[src/rtl/adc_seq_pkg.sv]
package adc_seq_pkg;
  typedef enum logic [2:0] {
    ST_IDLE,
    ST_DELAY,
    ST_HOLD,
    ST_GAP,
    ST_DRAIN
  } seq_st_t;
endpackage

[src/rtl/adc_trig_arb.sv]
module adc_trig_arb (
  input  logic clk,
  input  logic rst,
  input  logic trig_pwm,
  input  logic trig_sw,
  input  logic trig_ext,
  input  logic seq_idle,
  output logic go,
  output logic pend_q
);
  logic trig_any;

  assign trig_any = trig_pwm | trig_sw | trig_ext;
  assign go       = trig_any | pend_q;

  // One pending slot: it is consumed as soon as the sequencer is idle.
  always_ff @(posedge clk) begin
    if (rst)           pend_q <= 1'b0;
    else if (seq_idle) pend_q <= 1'b0;
    else if (trig_any) pend_q <= 1'b1;
  end

  // a request seen while busy is held for later.
  a_r7_busy_latch: assert property (@(posedge clk) disable iff (rst)
    (!seq_idle && trig_any) |=> pend_q);
endmodule

[src/rtl/adc_sh_timer.sv]
module adc_sh_timer
  import adc_seq_pkg::*;
#(
  parameter int ACQ_W    = 4,
  parameter int BURST_W  = 4,
  parameter int CH_W     = 4,
  parameter int RATIO    = 2,
  parameter int DLY_HALF = 5
) (
  input  logic               clk,
  input  logic               rst,
  input  logic               go,
  input  logic [ACQ_W-1:0]   acq_sel,
  input  logic [BURST_W-1:0] burst_m1,
  input  logic [CH_W-1:0]    chan_sel,
  input  logic               pipe_tail_only,
  output logic               seq_idle,
  output logic               samp_take,
  output logic               sh_o,
  output logic [CH_W-1:0]    sh_chan
);
  localparam int MAX_HOLD = RATIO * (2 ** ACQ_W);
  localparam int TMR_W    = $clog2(MAX_HOLD + DLY_HALF + 1);
  localparam int HC_W     = $clog2(MAX_HOLD + 2);

  seq_st_t            st;
  logic [TMR_W-1:0]   tmr;
  logic [ACQ_W-1:0]   acq_q;
  logic [BURST_W-1:0] rem;
  logic [TMR_W-1:0]   hold_ld;
  logic               tmr_done;

  assign hold_ld   = TMR_W'((int'(acq_q) + 1) * RATIO - 1);
  assign tmr_done  = (tmr == '0);
  assign seq_idle  = (st == ST_IDLE);
  assign samp_take = (st == ST_HOLD) && tmr_done;

  always_ff @(posedge clk) begin
    if (rst) begin
      st      <= ST_IDLE;
      tmr     <= '0;
      acq_q   <= '0;
      rem     <= '0;
      sh_o    <= 1'b0;
      sh_chan <= '0;
    end else begin
      unique case (st)
        ST_IDLE: begin
          if (go) begin
            st      <= ST_DELAY;
            tmr     <= TMR_W'(DLY_HALF - 1);
            acq_q   <= acq_sel;
            rem     <= burst_m1;
            sh_chan <= chan_sel;
          end
        end
        ST_DELAY, ST_GAP: begin
          if (tmr_done) begin
            st   <= ST_HOLD;
            sh_o <= 1'b1;
            tmr  <= hold_ld;
          end else begin
            tmr <= tmr - 1'b1;
          end
        end
        ST_HOLD: begin
          if (tmr_done) begin
            sh_o <= 1'b0;
            if (rem != '0) begin
              rem <= rem - 1'b1;
              st  <= ST_GAP;
              tmr <= TMR_W'(RATIO - 1);
            end else begin
              st <= ST_DRAIN;
            end
          end else begin
            tmr <= tmr - 1'b1;
          end
        end
        ST_DRAIN: begin
          if (pipe_tail_only) st <= ST_IDLE;
        end
        default: st <= ST_IDLE;
      endcase
    end
  end

  // Checker: independent count of the cycles the pulse has been high.
  logic [HC_W-1:0] hi_cnt;
  always_ff @(posedge clk) begin
    if (rst)       hi_cnt <= '0;
    else if (sh_o) hi_cnt <= hi_cnt + 1'b1;
    else           hi_cnt <= '0;
  end

  // pulse width equals RATIO*(1+A).
  a_r2_pulse_width: assert property (@(posedge clk) disable iff (rst)
    $fell(sh_o) |-> (int'(hi_cnt) == RATIO * (int'(acq_q) + 1)));

  // no sample/hold pulse while the sequencer is idle.
  a_r8_idle_low: assert property (@(posedge clk) disable iff (rst)
    seq_idle |-> !sh_o);
endmodule

[src/rtl/adc_conv_pipe.sv]
module adc_conv_pipe #(
  parameter int DW  = 12,
  parameter int LAT = 8
) (
  input  logic          clk,
  input  logic          rst,
  input  logic          samp_take,
  input  logic [DW-1:0] din,
  output logic          pipe_tail_only,
  output logic          res_stb,
  output logic [DW-1:0] res_data
);
  logic [LAT-1:0] vld;
  logic [DW-1:0]  dat [LAT];

  always_ff @(posedge clk) begin
    if (rst) vld[0] <= 1'b0;
    else     vld[0] <= samp_take;
    if (samp_take) dat[0] <= din;
  end

  for (genvar i = 1; i < LAT; i++) begin : g_stage
    always_ff @(posedge clk) begin
      if (rst) vld[i] <= 1'b0;
      else     vld[i] <= vld[i-1];
      dat[i] <= dat[i-1];
    end
  end

  assign pipe_tail_only = vld[LAT-1] && !(|vld[LAT-2:0]);

  always_ff @(posedge clk) begin
    if (rst) begin
      res_stb  <= 1'b0;
      res_data <= '0;
    end else begin
      res_stb <= vld[LAT-1];
      if (vld[LAT-1]) res_data <= dat[LAT-1];
    end
  end

  // results never arrive on adjacent cycles.
  a_r5_result_gap: assert property (@(posedge clk) disable iff (rst)
    res_stb |=> !res_stb);
  // the result register only changes with a strobe.
  a_r4_result_hold: assert property (@(posedge clk) disable iff (rst)
    !res_stb |-> $stable(res_data));
endmodule

[src/rtl/adc_irq_lag.sv]
module adc_irq_lag #(
  parameter int LAG = 3
) (
  input  logic clk,
  input  logic rst,
  input  logic res_in,
  input  logic irq_clr,
  output logic irq_flag
);
  localparam int SC_W = $clog2(LAG + 2);

  logic [LAG-2:0] dly;

  always_ff @(posedge clk) begin
    if (rst) dly[0] <= 1'b0;
    else     dly[0] <= res_in;
  end

  for (genvar i = 1; i < LAG - 1; i++) begin : g_dly
    always_ff @(posedge clk) begin
      if (rst) dly[i] <= 1'b0;
      else     dly[i] <= dly[i-1];
    end
  end

  always_ff @(posedge clk) begin
    if (rst)              irq_flag <= 1'b0;
    else if (dly[LAG-2])  irq_flag <= 1'b1;
    else if (irq_clr)     irq_flag <= 1'b0;
  end

  // Checker: cycles since the last result strobe, saturating.
  logic [SC_W-1:0] since_res;
  always_ff @(posedge clk) begin
    if (rst)                            since_res <= SC_W'(LAG + 1);
    else if (res_in)                    since_res <= SC_W'(1);
    else if (since_res != SC_W'(LAG+1)) since_res <= since_res + 1'b1;
  end

  // the flag rises exactly LAG cycles after the result strobe edge.
  a_r6_irq_lag: assert property (@(posedge clk) disable iff (rst)
    $rose(irq_flag) |-> (int'(since_res) == LAG));
  // the flag holds until a clear is seen.
  a_r6_sticky: assert property (@(posedge clk) disable iff (rst)
    (irq_flag && !irq_clr) |=> irq_flag);
endmodule

[src/rtl/adc_sh_seq.sv]
module adc_sh_seq #(
  parameter int ACQ_W    = 4,
  parameter int BURST_W  = 4,
  parameter int CH_W     = 4,
  parameter int DW       = 12,
  parameter int RATIO    = 2,
  parameter int DLY_HALF = 5,
  parameter int CONV_ADC = 4,
  parameter int IRQ_LAG  = 3
) (
  input  logic               clk,
  input  logic               rst,
  input  logic               trig_pwm,
  input  logic               trig_sw,
  input  logic               trig_ext,
  input  logic [ACQ_W-1:0]   acq_sel,
  input  logic [BURST_W-1:0] burst_m1,
  input  logic [CH_W-1:0]    chan_sel,
  input  logic [DW-1:0]      adc_din,
  input  logic               irq_clr,
  output logic               sh_pulse,
  output logic [CH_W-1:0]    sh_chan,
  output logic               res_stb,
  output logic [DW-1:0]      res_data,
  output logic               irq_flag
);
  localparam int LAT = CONV_ADC * RATIO;

  logic go, pend_q, seq_idle, samp_take, tail_only;

  adc_trig_arb u_arb (
    .clk(clk), .rst(rst),
    .trig_pwm(trig_pwm), .trig_sw(trig_sw), .trig_ext(trig_ext),
    .seq_idle(seq_idle), .go(go), .pend_q(pend_q)
  );

  adc_sh_timer #(
    .ACQ_W(ACQ_W), .BURST_W(BURST_W), .CH_W(CH_W),
    .RATIO(RATIO), .DLY_HALF(DLY_HALF)
  ) u_tmr (
    .clk(clk), .rst(rst), .go(go),
    .acq_sel(acq_sel), .burst_m1(burst_m1), .chan_sel(chan_sel),
    .pipe_tail_only(tail_only), .seq_idle(seq_idle),
    .samp_take(samp_take), .sh_o(sh_pulse), .sh_chan(sh_chan)
  );

  adc_conv_pipe #(.DW(DW), .LAT(LAT)) u_pipe (
    .clk(clk), .rst(rst), .samp_take(samp_take), .din(adc_din),
    .pipe_tail_only(tail_only), .res_stb(res_stb), .res_data(res_data)
  );

  adc_irq_lag #(.LAG(IRQ_LAG)) u_irq (
    .clk(clk), .rst(rst), .res_in(res_stb),
    .irq_clr(irq_clr), .irq_flag(irq_flag)
  );

  // a pending request never coexists with an idle sequencer past one cycle.
  a_r7_pend_served: assert property (@(posedge clk) disable iff (rst)
    (seq_idle && pend_q) |=> !seq_idle);
endmodule

[config.mk]
export PLATFORM = sky130hd
export DESIGN_NAME = adc_sh_seq
export DESIGN_NICKNAME = d
export VERILOG_FILES = /design/src/rtl/adc_seq_pkg.sv /design/src/rtl/adc_trig_arb.sv /design/src/rtl/adc_sh_timer.sv /design/src/rtl/adc_conv_pipe.sv /design/src/rtl/adc_irq_lag.sv /design/src/rtl/adc_sh_seq.sv
export SDC_FILE = /design/constraint.sdc
export NUM_CORES = 1
export LEC_CHECK = 0
export CORE_ASPECT_RATIO = 0.75
export CORE_MARGIN = 4
export CORE_UTILIZATION = 48
export DETAILED_ROUTE_END_ITERATION = 7
export PLACE_DENSITY_LB_ADDON = 0.15
export RECOVER_POWER = 25
export REMOVE_ABC_BUFFERS = 1
export SETUP_SLACK_MARGIN = 0.02
export SLEW_MARGIN = 20
export SYNTH_ARGS = -nofsm -noshare
export SYNTH_HDL_FRONTEND = slang
export SYNTH_HIERARCHICAL = 1
export SYNTH_SLANG_ARGS = --single-unit
[constraint.sdc]
create_clock -name clk -period 2.15 [get_ports clk]
set_input_delay 0.3225 -clock clk [delete_from_list [all_inputs] [get_ports clk]]
set_output_delay 0.3225 -clock clk [all_outputs]
set_load 0.005 [all_outputs]
# Word level (Yosys, flattened, before mapping)
# Memory sizes are Yosys's and may differ from the RTL's. A register that Yosys moved wholly into a read port is not among the register bits.
# Cells that the tools add are included.
[totals] ramBits=96 word_cells=77 output_inout_bits=19 input_bits=30 mem_count=1 register_bits=35
[classes] bitwise_logic=3 addsub=4 n_reduce_logical=18 n_eq_ne=10 muxes=22
[memory_table] memory="u_pipe.dat" words=8 word_bits=12 rd=8 rd_clocked_by_memory_dff=1 write_ports=8 line="adc_conv_pipe.sv:14" source="logic [DW-1:0] dat [LAT];"
[ops] op="$mux W6" count=4
[ops] op="$pmux W6 S3" count=1
[ops] op="$mux W3" count=5
[ops] op="$mux W4" count=3
[ops] op="$pmux W3 S4" count=1
[ops] op="$pmux W4 S2" count=1
[ops] op="$reduce_and A4 Y1" count=2
[ops] op="$reduce_or A7 Y1" count=1
[ops] op="$eq A3 B2 Y1 const B" count=2
[ops] op="$logic_not A6 Y1" count=1
[ops] op="$mux W1" count=6
[ops] op="$ne A2 B2 Y1 const B" count=3
[ops] op="$reduce_and A3 Y1" count=2
[ops] op="$reduce_bool A2 Y1" count=3
[ops] op="$sub A6 B1 Y6 const B" count=1
[ops] op="$sub A6 B2 Y6 const B" count=1
[ops] op="$add A4 B1 Y5 const B" count=1
[ops] op="$ne A2 B1 Y1 const B" count=2
[ops] op="$reduce_bool A4 Y1" count=1
[ops] op="$reduce_or A2 Y1" count=2
[ops] op="$sub A4 B1 Y4 const B" count=1
[ops] op="$eq A3 B1 Y1 const B" count=1
[ops] op="$eq A3 B3 Y1 const B" count=1
[ops] op="$logic_not A3 Y1" count=1
[ops] op="7 further kinds" count=10

# Logic depth before layout (Yosys ltp)
[depth] depth_word=5 ltp_mapped=7 ltp_nobuf=7

# Cells and area by module
# Netlist, hierarchy kept.
[modules_own_cells] mod="adc_conv_pipe" cells_per_inst=157 instances=1 area_each_um2=2743.9
[modules_own_cells] mod="adc_sh_timer" cells_per_inst=154 instances=1 area_each_um2=1227.4
[modules_own_cells] mod="adc_irq_lag" cells_per_inst=8 instances=1 area_each_um2=91.3
[modules_own_cells] mod="adc_trig_arb" cells_per_inst=3 instances=1 area_each_um2=38.8

# Worst setup path after synthesis
# OpenSTA, ideal clock, no wires.
[synth_path] path_kind="register -> register" from="register u_tmr.st[1]" to="memory u_pipe.dat[0][0] (enable)" setup_ps=383 t_required_ps=1767 arrival_ps=1634 path_buffers=2 path_slack_ps=134 path_stages_with_launch=5 period_less_slack_ps=2016 cell_sequence="dfxtp_1 > buf_4 > or3b_4 > clkbuf_1 > nor2_1"
[synth_lines] element="from (decl)" line="adc_sh_timer.sv:26" source="seq_st_t st;"
[synth_lines] element="from (signal assigned)" line="adc_sh_timer.sv:40" source="st <= ST_IDLE;"
[synth_lines] element="from (signal assigned)" line="adc_sh_timer.sv:50" source="st <= ST_DELAY;"
[synth_lines] element="from (signal assigned)" line="adc_sh_timer.sv:59" source="st <= ST_HOLD;"
[synth_lines] element="to (decl)" line="adc_conv_pipe.sv:14"

# Worst setup path in the final report
[layout_path] from="register u_tmr.tmr[0]" to="register u_tmr.tmr[5]"
[layout_via] elab_chain_len=3
[layout_rtl] element="from (decl)" line="adc_sh_timer.sv:27" source="logic [TMR_W-1:0] tmr;"
[layout_rtl] element="from (signal assigned)" line="adc_sh_timer.sv:51" source="tmr <= TMR_W'(DLY_HALF - 1);"
[layout_rtl] element="from (signal assigned)" line="adc_sh_timer.sv:61" source="tmr <= hold_ld;"
[layout_rtl] element="from (signal assigned)" line="adc_sh_timer.sv:63" source="tmr <= tmr - 1'b1;"
[layout_rtl] element="$sub A6 B1 Y6 or $logic_not A6 Y1 (tied branches)" line="adc_sh_timer.sv:63, adc_sh_timer.sv:77, adc_sh_timer.sv:34"
[layout_rtl] element="$mux W6 (tied with other cells)" line="adc_sh_timer.sv:67" source="if (tmr_done) begin"
[layout_rtl] element="$pmux W6 S3 or $reduce_and A3 Y1 (tied branches)"
# Parallel ways exist; a longest one is shown, timed or not.
# A chain may end at the register's enable or synchronous reset.

==> summary.txt <==
Clocking
  – Clock latency on the worst-skew pair: 410 ps
  – Clock sink count: 143
  – Max Buffers Root-to-Sink: 2
  – TritonCTS Buffers: 17
  – CTS tree: done
  – CTS clk-pin slew, worst paths: 60 ps
  – Root buf cell: clkbuf_16
  – Cts repair resizes: 0
  – H-tree level count: 4

Hold path
  – HP Start: u_pipe/dat[1][9]$_DFF_P_
  – HP Class: register to register
  – Hold Path Cell Cnt: 0
  – Worst hold path endpoint: u_pipe/dat[2][9]$_DFF_P_

Cells and area
  – Antenna Cells: 0
  – Fin nets: 424
  – Most frequent cells in the layout: dfxtp_1, clkdlybuf4s50_1, nand2_1, nor2_1
  – Fillers: 620
  – Syn-to-layout area delta: 30.1%
  – Final Instance Area: 5340 um^2
  – Layout cells sized above 1: 0.129
  – Commonest non-fill, non-tap cell in the layout: dfxtp_1

STA
  – Period minus WS final: 2030 ps
  – # setup viols final: 0
  – Max Clk Rate: 493 MHz
  – Slew margin rel.: 0.703
  – Slew Viols, Final: 0
  – Setup Total Neg Slack: 0 ps
  – RSZ-0062 raised after global routing: no
  – Final Worst Setup Slack: 121 ps
  – Worst slew pin tran: 444 ps
  – Tcrit/Tclk final: 0.944
  – Final hold violation count: 0
  – Setup Skew: 7.34 ps

Floorplan
  – Die Area: 10100 um^2
  – Die Y: 88.1 um
  – Initial Util: 0.507
  – Core box area: 8090 um^2
  – IO Count: 49
  – Num rows: 28
  – Die width: 115 um

Placed design
  – Pre-CTS setup slack: 55.5 ps
  – Routability cong.: 0.866
  – HPWL Detailed: 4290 um
  – Buffers added on ports: 48
  – Post-placement cell area: 4720 um^2

Detailed routing
  – Vias/cell: 4.80
  – DR WL/cell: 13.1 um
  – Overall routed net length: 6680 um
  – Drc violations: 0
  – Drt pass-1 iters: 4
  – Initial DRC count: 67
  – DR vias: 2444
  – Antenna Nets Post-Route: 0

GRT
  – Vias in the first global route: 2336
  – Total track usage: 0.149
  – Largest net degree at the start of global routing: 28
  – Total gr overflow: 0
  – Initial antenna violation count: 0
  – First-pass GRT wire length: 11200 um

Synth
  – Largest family of logic cells by synthesized area: simple AND/OR/NAND/NOR gates
  – Seq/Total Area, Yosys: 0.727
  – Post-synthesis instance area: 4100 um^2
  – Synth Area in Adders: 0.00915
  – Syn Area/Cell: 12.7 um^2
  – Post-synth top area cell: dfxtp_1
  – Post-Syn Instances: 322
  – Top post-synthesis cells by area: dfxtp_1, edfxtp_1, mux2i_1
  – Yosys top cell area share: 0.639
  – Compound-Gate Fraction of Synth Area: 0.0744
  – Xor and xnor area share after synthesis: 0.00214
  – Synth Register Bits: 143
  – Post-synth cell types: 48
  – Simple-gate share of the synthesized area: 0.123
  – Mux contribution to synthesized area: 0.0366
  – Ys Warns: 6

Critical path
  – Worst endpoint data arrival time: 2360 ps
  – Crit. End Element: register
  – Worst r2r path cells: 7
  – Crit start category: register
  – WS Path Type: register to register
  – Top fanout value on the critical path: 9
  – Worst R2R Start: u_tmr/tmr[0]$_SDFFE_PP0P_
  – Reg2reg setup slack: 120 ps
  – Worst path required time: 2480 ps
  – Reg-to-Reg End: u_tmr/tmr[5]$_SDFFE_PP0P_

Flow run
  – Max-cap violation count: 0

Power
  – Peak supply drop: 801 uV
  – PwrDens: 1480 nW/um^2
  – Leak pwr: 2.10 nW

Status
  – Run status: finished clean
where the power goes:
group	leakage [nW]	switching, mW	internal [mW]
Combinational	0.607	0.868	0.759
Sequential	1.20	0.234	3.09
Clock	0.295	1.06	1.90
cell type report:
type / instances / area, um^2 / area share
Sequential cell: 143 / 2980 / 0.559
Clock buffer: 21 / 460 / 0.0863
Inverter: 10 / 37.5 / 0.00703
Multi-Input combinational cell: 159 / 1010 / 0.188
Timing Repair Buffer: 60 / 566 / 0.106
Tap cell: 105 / 131 / 0.0246
Clock inverter: 11 / 154 / 0.0288
state kept, by name, indices dropped and copies added, names as in the netlist, 3 cells and up:
name	flops
u_pipe/dat	96
u_pipe/res_data	12
u_pipe/vld	8
u_tmr/acq_q	4
u_tmr/rem	4
u_tmr/sh_chan	4
u_tmr/st	3
u_tmr/tmr	6
critical path, cell delays in order, from the launching register on:
cell	delay [ps]
dfxtp_1	350
inv_1	70
ha_1	210
or4b_2	660
nor2_4	230
nand2_1	120
o22a_1	200
a21oi_1	110
Yosys cell counts (all sizes together):
| library cell | n |
|---|---|
| and3 | 1 |
| and2 | 1 |
| o31ai | 3 |
| nor3 | 10 |
| nand2b | 4 |
| o21bai | 1 |
| nor4b | 1 |
| o41ai | 1 |
| o211ai | 1 |
| inv | 10 |
| nor2 | 24 |
| a32oi | 1 |
| clkbuf | 4 |
| nor3b | 3 |
| o221ai | 1 |
| o22a | 1 |
| or3b | 1 |
| o21ai | 6 |
| a32o | 1 |
| nor2b | 12 |
| a41oi | 2 |
| a21boi | 1 |
| o32a | 1 |
| nand2 | 29 |
| o21a | 1 |
| or4b | 1 |
| nand3 | 4 |
| xor2 | 1 |
| nor4 | 1 |
| or4 | 3 |
| a211oi | 2 |
| o211a | 1 |
| mux2i | 15 |
| a31oi | 2 |
| dfxtp | 131 |
| ha | 3 |
| buf | 6 |
| edfxtp | 12 |
| a21oi | 18 |
| and4b | 1 |
cells by family after synthesis:
family | count (synthesis)
adders and majority gates | 3
xor gates and xnor gates | 1
DFF | 143
AOI/OAI and AO/OA | 44
and+or+nand+nor | 96
buffers and inverters | 20
muxes | 15
timing repair:
item                                    CTS  global route
hold buffers                              0             0
buffers inserted                          0             0
endpoints found under the setup margin    0             2
worst max-delay path by stage:
stage	cells after the start	from	slack [ps]	to
after detailed placement	8	trig_sw	60	u_tmr/tmr[0]$_SDFFE_PP0P_
final	7	u_tmr/tmr[0]$_SDFFE_PP0P_	120	u_tmr/tmr[5]$_SDFFE_PP0P_
after global routing	7	u_tmr/tmr[0]$_SDFFE_PP0P_	20	u_tmr/tmr[5]$_SDFFE_PP0P_
after floorplan	5	u_tmr/tmr[0]$_SDFFE_PP0P_	240	u_pipe/dat[0][0]$_DFFE_PP_
after CTS	7	u_tmr/tmr[0]$_SDFFE_PP0P_	80	u_tmr/rem[2]$_SDFFE_PP0P_
after global placement	8	trig_sw	70	u_tmr/tmr[0]$_SDFFE_PP0P_
per-layer routing:
| layer | vias up | routed length, um | track usage |
|---|---|---|---|
| met5 | - | 0 | 0 |
| met4 | 0 | 128 | 0.0928 |
| met3 | 13 | 364 | 0.0601 |
| met2 | 56 | 2990 | 0.218 |
| met1 | 1142 | 3200 | 0.185 |
| li1 | 1233 | - | - |
metrics by stage:
stage          power, mW   util  hold slack [ps]  std cells
6_report            7.91  0.660              322        509
3_5_place_dp        4.98  0.584              312        477
2_1_floorplan       4.35      -              310        312
5_1_grt             8.30  0.660              323        509
3_3_place_gp        4.95  0.584              310        477
4_1_cts             7.98  0.660              310        509
(Power assumes the default switching activity.)
